## config.mk

```make
export PLATFORM = sky130hd
export DESIGN_NAME = sb_issue_stage
export DESIGN_NICKNAME = d
export VERILOG_FILES = /design/src/rtl/sb_pkg.sv /design/src/rtl/sb_ready_table.sv /design/src/rtl/sb_mem_timer.sv /design/src/rtl/sb_issue_stage.sv
export SDC_FILE = /design/constraint.sdc
export NUM_CORES = 2
export LEC_CHECK = 0
export ABC_AREA = 1
export BUFFER_PORTS_ARGS = -buffer_cell sky130_fd_sc_hd__clkbuf_2
export CAP_MARGIN = 20
export CELL_PAD_IN_SITES_DETAIL_PLACEMENT = 0
export CELL_PAD_IN_SITES_GLOBAL_PLACEMENT = 1
export CORE_UTILIZATION = 50
export CTS_BUF_LIST = sky130_fd_sc_hd__clkbuf_8
export DETAILED_ROUTE_END_ITERATION = 7
export PLACE_DENSITY_LB_ADDON = 0.15
export SKIP_LAST_GASP = 1
export SLEW_MARGIN = 10
export SYNTH_ARGS = -nofsm -noshare
export SYNTH_HDL_FRONTEND = slang
export SYNTH_HIERARCHICAL = 1
export SYNTH_SLANG_ARGS = --single-unit
```

## constraint.sdc

```tcl
create_clock -name clk_i -period 5.3 [get_ports clk_i]
set_input_delay 0.795 -clock clk_i [delete_from_list [all_inputs] [get_ports clk_i]]
set_output_delay 0.795 -clock clk_i [all_outputs]
set_load 0.02 [all_outputs]
```

## src/rtl/sb_pkg.sv

```systemverilog
package sb_pkg;
  typedef enum logic [1:0] {
    ROUTE_NONE = 2'd0,
    ROUTE_EXE  = 2'd1,
    ROUTE_LSU  = 2'd2
  } route_e;
endpackage

```

## src/rtl/sb_ready_table.sv

```systemverilog
module sb_ready_table #(
  parameter int ROWS = 32,
  parameter int COLS = 32,
  localparam int RW  = (ROWS > 1) ? $clog2(ROWS) : 1,
  localparam int IW  = $clog2(COLS)
) (
  input  logic          clk_i,
  input  logic          rst_ni,
  input  logic [RW-1:0] rd_row_i,
  input  logic [IW-1:0] rd_a_idx_i,
  input  logic [IW-1:0] rd_b_idx_i,
  output logic          rd_a_rdy_o,
  output logic          rd_b_rdy_o,
  input  logic          busy_en_i,
  input  logic [RW-1:0] busy_row_i,
  input  logic [IW-1:0] busy_idx_i,
  input  logic          rel_en_i,
  input  logic [RW-1:0] rel_row_i,
  input  logic [IW-1:0] rel_idx_i
);
  logic [ROWS-1:0][COLS-1:0] rdy_q;
  logic fwd_a, fwd_b;

  // same-cycle release is forwarded to readers
  assign fwd_a = rel_en_i && (rel_row_i == rd_row_i) && (rel_idx_i == rd_a_idx_i);
  assign fwd_b = rel_en_i && (rel_row_i == rd_row_i) && (rel_idx_i == rd_b_idx_i);
  assign rd_a_rdy_o = rdy_q[rd_row_i][rd_a_idx_i] | fwd_a;
  assign rd_b_rdy_o = rdy_q[rd_row_i][rd_b_idx_i] | fwd_b;

  always_ff @(posedge clk_i or negedge rst_ni) begin
    if (!rst_ni) begin
      rdy_q <= '1;
    end else begin
      if (rel_en_i)  rdy_q[rel_row_i][rel_idx_i]   <= 1'b1;
      // busy wins over a same-cycle release
      if (busy_en_i) rdy_q[busy_row_i][busy_idx_i] <= 1'b0;
    end
  end
endmodule

```

## src/rtl/sb_mem_timer.sv

```systemverilog
module sb_mem_timer #(
  parameter int LAT = 5,
  localparam int CW = $clog2(LAT + 1)
) (
  input  logic clk_i,
  input  logic rst_ni,
  input  logic load_i,
  output logic busy_o
);
  logic [CW-1:0] cnt_q;

  always_ff @(posedge clk_i or negedge rst_ni) begin
    if (!rst_ni)            cnt_q <= '0;
    else if (load_i)        cnt_q <= CW'(LAT);
    else if (cnt_q != '0)   cnt_q <= cnt_q - CW'(1);
  end

  assign busy_o = (cnt_q != '0);
endmodule

```

## src/rtl/sb_issue_stage.sv

```systemverilog
module sb_issue_stage #(
  parameter int NUM_WARPS = 32,
  parameter int NUM_REGS  = 32,
  parameter int NUM_VREGS = 32,
  parameter int MEM_LAT   = 5,
  localparam int WW = $clog2(NUM_WARPS),
  localparam int RW = $clog2(NUM_REGS),
  localparam int VW = $clog2(NUM_VREGS)
) (
  input  logic          clk_i,
  input  logic          rst_ni,
  input  logic          in_valid_i,
  input  logic [WW-1:0] in_warp_i,
  input  logic [RW-1:0] in_rs1_i,
  input  logic [RW-1:0] in_rs2_i,
  input  logic [RW-1:0] in_rd_i,
  input  logic          in_rd_en_i,
  input  logic [VW-1:0] in_vs1_i,
  input  logic [VW-1:0] in_vs2_i,
  input  logic [VW-1:0] in_vd_i,
  input  logic          in_vd_en_i,
  input  logic          in_is_mem_i,
  output logic          stall_o,
  input  logic          wb_valid_i,
  input  logic [WW-1:0] wb_warp_i,
  input  logic [RW-1:0] wb_rd_i,
  input  logic [VW-1:0] wb_vd_i,
  input  logic          lsu_stall_i,
  output logic          exe_valid_o,
  output logic          lsu_valid_o,
  output logic [WW-1:0] iss_warp_o,
  output logic [RW-1:0] iss_rd_o,
  output logic          iss_rd_en_o,
  output logic [VW-1:0] iss_vd_o,
  output logic          iss_vd_en_o
);
  import sb_pkg::*;

  typedef struct packed {
    logic          valid;
    logic [WW-1:0] warp;
    logic [RW-1:0] rs1;
    logic [RW-1:0] rs2;
    logic [RW-1:0] rd;
    logic          rd_en;
    logic [VW-1:0] vs1;
    logic [VW-1:0] vs2;
    logic [VW-1:0] vd;
    logic          vd_en;
    logic          is_mem;
  } slot_t;

  slot_t  slot_q, slot_d;
  route_e route;
  logic   sc_a_rdy, sc_b_rdy, vc_a_rdy, vc_b_rdy;
  logic   src_ok, lsu_busy, tmr_busy, can_issue;
  logic   sc_busy_en, vc_busy_en, sc_rel_en, vc_rel_en;

  // scalar table: one row per warp
  sb_ready_table #(.ROWS(NUM_WARPS), .COLS(NUM_REGS)) u_sc_tbl (
    .clk_i      (clk_i),
    .rst_ni     (rst_ni),
    .rd_row_i   (slot_q.warp),
    .rd_a_idx_i (slot_q.rs1),
    .rd_b_idx_i (slot_q.rs2),
    .rd_a_rdy_o (sc_a_rdy),
    .rd_b_rdy_o (sc_b_rdy),
    .busy_en_i  (sc_busy_en),
    .busy_row_i (slot_q.warp),
    .busy_idx_i (slot_q.rd),
    .rel_en_i   (sc_rel_en),
    .rel_row_i  (wb_warp_i),
    .rel_idx_i  (wb_rd_i)
  );

  // vector table: single row shared by all warps
  sb_ready_table #(.ROWS(1), .COLS(NUM_VREGS)) u_vc_tbl (
    .clk_i      (clk_i),
    .rst_ni     (rst_ni),
    .rd_row_i   (1'b0),
    .rd_a_idx_i (slot_q.vs1),
    .rd_b_idx_i (slot_q.vs2),
    .rd_a_rdy_o (vc_a_rdy),
    .rd_b_rdy_o (vc_b_rdy),
    .busy_en_i  (vc_busy_en),
    .busy_row_i (1'b0),
    .busy_idx_i (slot_q.vd),
    .rel_en_i   (vc_rel_en),
    .rel_row_i  (1'b0),
    .rel_idx_i  (wb_vd_i)
  );

  sb_mem_timer #(.LAT(MEM_LAT)) u_tmr (
    .clk_i  (clk_i),
    .rst_ni (rst_ni),
    .load_i (lsu_valid_o),
    .busy_o (tmr_busy)
  );

  assign src_ok = ((slot_q.rs1 == '0) || sc_a_rdy) &&
                  ((slot_q.rs2 == '0) || sc_b_rdy) &&
                  ((slot_q.vs1 == '0) || vc_a_rdy) &&
                  ((slot_q.vs2 == '0) || vc_b_rdy);

  assign lsu_busy  = tmr_busy || lsu_stall_i;
  assign can_issue = slot_q.valid && src_ok && !(slot_q.is_mem && lsu_busy);

  always_comb begin
    route = ROUTE_NONE;
    if (can_issue) route = slot_q.is_mem ? ROUTE_LSU : ROUTE_EXE;
  end

  assign exe_valid_o = (route == ROUTE_EXE);
  assign lsu_valid_o = (route == ROUTE_LSU);
  assign stall_o     = slot_q.valid && !can_issue;

  assign sc_busy_en = can_issue && slot_q.rd_en && (slot_q.rd != '0);
  assign vc_busy_en = can_issue && slot_q.vd_en && (slot_q.vd != '0);
  assign sc_rel_en  = wb_valid_i && (wb_rd_i != '0);
  assign vc_rel_en  = wb_valid_i && (wb_vd_i != '0);

  always_comb begin
    slot_d = slot_q;
    if (!stall_o) begin
      slot_d.valid  = in_valid_i;
      slot_d.warp   = in_warp_i;
      slot_d.rs1    = in_rs1_i;
      slot_d.rs2    = in_rs2_i;
      slot_d.rd     = in_rd_i;
      slot_d.rd_en  = in_rd_en_i;
      slot_d.vs1    = in_vs1_i;
      slot_d.vs2    = in_vs2_i;
      slot_d.vd     = in_vd_i;
      slot_d.vd_en  = in_vd_en_i;
      slot_d.is_mem = in_is_mem_i;
    end
  end

  always_ff @(posedge clk_i or negedge rst_ni) begin
    if (!rst_ni) slot_q <= '0;
    else         slot_q <= slot_d;
  end

  assign iss_warp_o  = slot_q.warp;
  assign iss_rd_o    = slot_q.rd;
  assign iss_rd_en_o = slot_q.rd_en;
  assign iss_vd_o    = slot_q.vd;
  assign iss_vd_en_o = slot_q.vd_en;
endmodule

```

==> metrics.txt <==
htree depth=4; initial core utilization=0.507; wirelength, routed=227000 um; Routed WL per cell=26.7 um; Setup crit end kind=output port; synthesis-to-finish area growth=13.8%; global-route usage over all layers=0.392; top-area cell type share of the netlist area=0.493; Crit. Startpoint=iss_warp_o[0]; CTS Buf Count=192; Filler cells=10445; Static Leak=25.4 nW; fin crit period=5.22 ns; Worst Setup Start Kind=flip-flop; WS Path Type=flip-flop to output port; cell taking the most area after synthesis=dfstp_2; TritonRoute pass-1 iters=8; Remaining DRCs=0; unrepaired setup endpoints after global routing=yes; fin nets=6921; critical-path maximum fanout=13; register bit total from synthesis=1098; area of the die=114000 um2; max-slew violations=0; Clock Sinks=1098; pwr/cell area=480 nW/um2; top cells by area, synth=dfstp_2, a21oi_1, nand2_1; number of port buffers=77; area of the multi-input gates=24500 um2; GRT overflow=0; core region area=111000 um2; # IOs=78; worst skew pair latency=0.95 ns; peak supply drop=0.323 mV; Die Y=338 um; ys flop type=dfstp_2; Slowest cell on crit path=dfrtp_4; largest net degree at the start of global routing=121; Worst Hold Launch=in_rs2_i[3]; layout cell share with drive strength beyond 1=0.273; critical path data arrival time=4.43 ns; final hold vios=0; number of global-route vias before repair=51688; DR vias=54470; drt via density=6.40; EDFF count, synth=0; first-pass GRT wire length=335000 um; Worst Skew=0.0434 ns; RD Place Congestion=0.905; DP Area=58600 um2; CP most frequent cell=nand2_1; FF-to-FF Start=iss_warp_o[0]; clk buf depth=3; Total Neg Setup Slack=0 ns; Slew @ Worst Pin=1.21 ns; highest clock rate=191 MHz; overall power after layout=30.7 mW; design area=64000 um2; initial antenna violation count=6; CTS root buffer=clkbuf_8; Distinct cells, synth=41; Setup Viol. Count Final=0; crit-path cells=buf_12, buf_16, buf_8, nand2_1, nand3_1, nand3_1, nand2_1, nand2_1, nand3_1, nand2_1, nand2_1, nand3_1, nand3_1, nand3_1, nand2_1, nand2_1, nand3_1, inv_1, nand2_1, inv_1, nor2_2, nand3_4, nor2_4, buf_4; initial DRC count=7601; clock slew at reported path FFs=0.06 ns; Avg Cell Area, Syn=8.13 um2; CTS tree=done; status=completed; DP Wirelength=132000 um; relative slew slack=0.194; Seq/Total Area, Yosys=0.512; Yosys warning total=6; asr flop ratio synth=1.00; commonest non-fill, non-tap cell in the layout=nand2_1; register area=28800 um2; Max-Cap Viols=0; fin crit share=0.986; DIE WIDTH=338 um; Rows=122; cell count after synthesis=6920; Crit path largest cell delay=0.47 ns; most frequent cells in the layout=nand2_1, a21oi_1, dfstp_2, nand3_1, nor2_1; synthesized cell area=56300 um2; worst min-delay path category=input pin to flip-flop; Req. time, crit path=4.51 ns; DRT antenna net count=0
## per-stage QoR
stage | utilization | instances | hold WS, ns | setup WS [ns]
global placement | 0.527 | 8102 | 0.476 | 0.347
detailed placement | 0.527 | 8102 | 0.470 | 0.307
finish | 0.576 | 8505 | 0.0637 | 0.0757
global route | 0.576 | 8503 | 0.0445 | -0.0446
floorplan | - | 6924 | 0.456 | 1.22
CTS | 0.570 | 8470 | 0.000299 | -0.00313
## flip-flops by register name, summed over array words and instances (netlist names)
register / count
u_vc_tbl/rdy_q: 32
iss_warp_o: 5
iss_rd_en_o: 1
iss_vd_en_o: 1
iss_vd_o: 5
iss_rd_o: 5
slot_q: 22
u_sc_tbl/rdy_q: 1024
u_tmr/cnt_q: 3
## final cells by class
cell class / instances / area share
Multi-Input combinational cell: 4982 / 0.382
Inverter: 217 / 0.0137
Tap cell: 1488 / 0.0291
Timing Repair Buffer: 366 / 0.0595
Timing Repair inverter: 4 / 0.00105
Clock inverter: 75 / 0.00621
Sequential cell: 1098 / 0.450
Antenna cell: 5 / 0.000195
Clock buffer: 270 / 0.0580
## worst max-delay path: cells and delay by family (launching register included)
family | cells | cell delay, ns
DFF | 1 | 0.47
buffers and inverters | 6 | 0.82
and+or+nand+nor | 18 | 2.18
## path summary, 6_finish.rpt
check | endpoint | slack (ns) | cells past startpoint
min | slot_q[26] | 0.06 | 3
min reg2reg | u_sc_tbl/rdy_q[721] | 0.48 | 2
max in group asynchronous | u_sc_tbl/rdy_q[173] | 3.35 | 3
max reg2reg | u_sc_tbl/rdy_q[336] | 0.28 | 30
min in group asynchronous | iss_warp_o[0] | 0.64 | 2
max | lsu_valid_o | 0.08 | 24
## kinds of logic after synthesis
| logic type | synth area share |
|---|---|
| flops | 0.512 |
| buf+inv | 0.0684 |
| fa+ha+maj | 0.000444 |
| xor+xnor | 0.00265 |
| other cells | 0.0000666 |
| simple gates | 0.232 |
| compound gates | 0.185 |
## power breakdown
group / switching [mW] / total [mW] / internal, mW / leakage, nW
logic: 9.11 / 12.8 / 3.65 / 11.7
clock network: 3.73 / 8.35 / 4.62 / 2.34
registers: 0.568 / 9.61 / 9.04 / 11.4
## metal layers
metal  global-route usage  up-vias  wire length [um]
met3               0.0859      539             25800
met2                0.584     3482             99300
met1                0.553    27022             93600
met5                    0        -                23
li1                     -    23423                 -
met4                0.157        4              8390
## repair_timing
action	4_1_cts	5_1_grt
buffers inserted	10	20
pin swaps	1	5
gates cloned	12	8
hold buffers	1	0
resized for setup	42	59
endpoints found under the hold margin	1	0
setup endpoints to repair	3	4
## cells in the mapped netlist, types with 2 or more instances
| master | number |
|---|---|
| nor2_2 | 3 |
| o41ai_1 | 2 |
| ha_1 | 2 |
| or2_2 | 2 |
| inv_1 | 176 |
| nand4_1 | 4 |
| a2bb2oi_1 | 260 |
| o211ai_1 | 2 |
| clkbuf_2 | 2 |
| nor3_1 | 70 |
| clkinv_1 | 9 |
| nand2_1 | 1568 |
| buf_1 | 41 |
| nor3_4 | 3 |
| buf_2 | 233 |
| clkbuf_1 | 278 |
| a31oi_1 | 14 |
| xor2_1 | 11 |
| o21ai_1 | 16 |
| buf_6 | 29 |
| nand3b_1 | 3 |
| nor4_1 | 2 |
| nand3_1 | 983 |
| buf_4 | 44 |
| o22ai_1 | 19 |
| dfstp_2 | 1056 |
| a22oi_1 | 4 |
| dfrtp_1 | 42 |
| a21oi_1 | 1537 |
| nor3_2 | 10 |
| nand2_2 | 2 |
| nor2_1 | 437 |
| inv_2 | 31 |
| xnor2_1 | 6 |
| o21ai_0 | 13 |
Note: power is estimated with default switching activity, not from simulation.
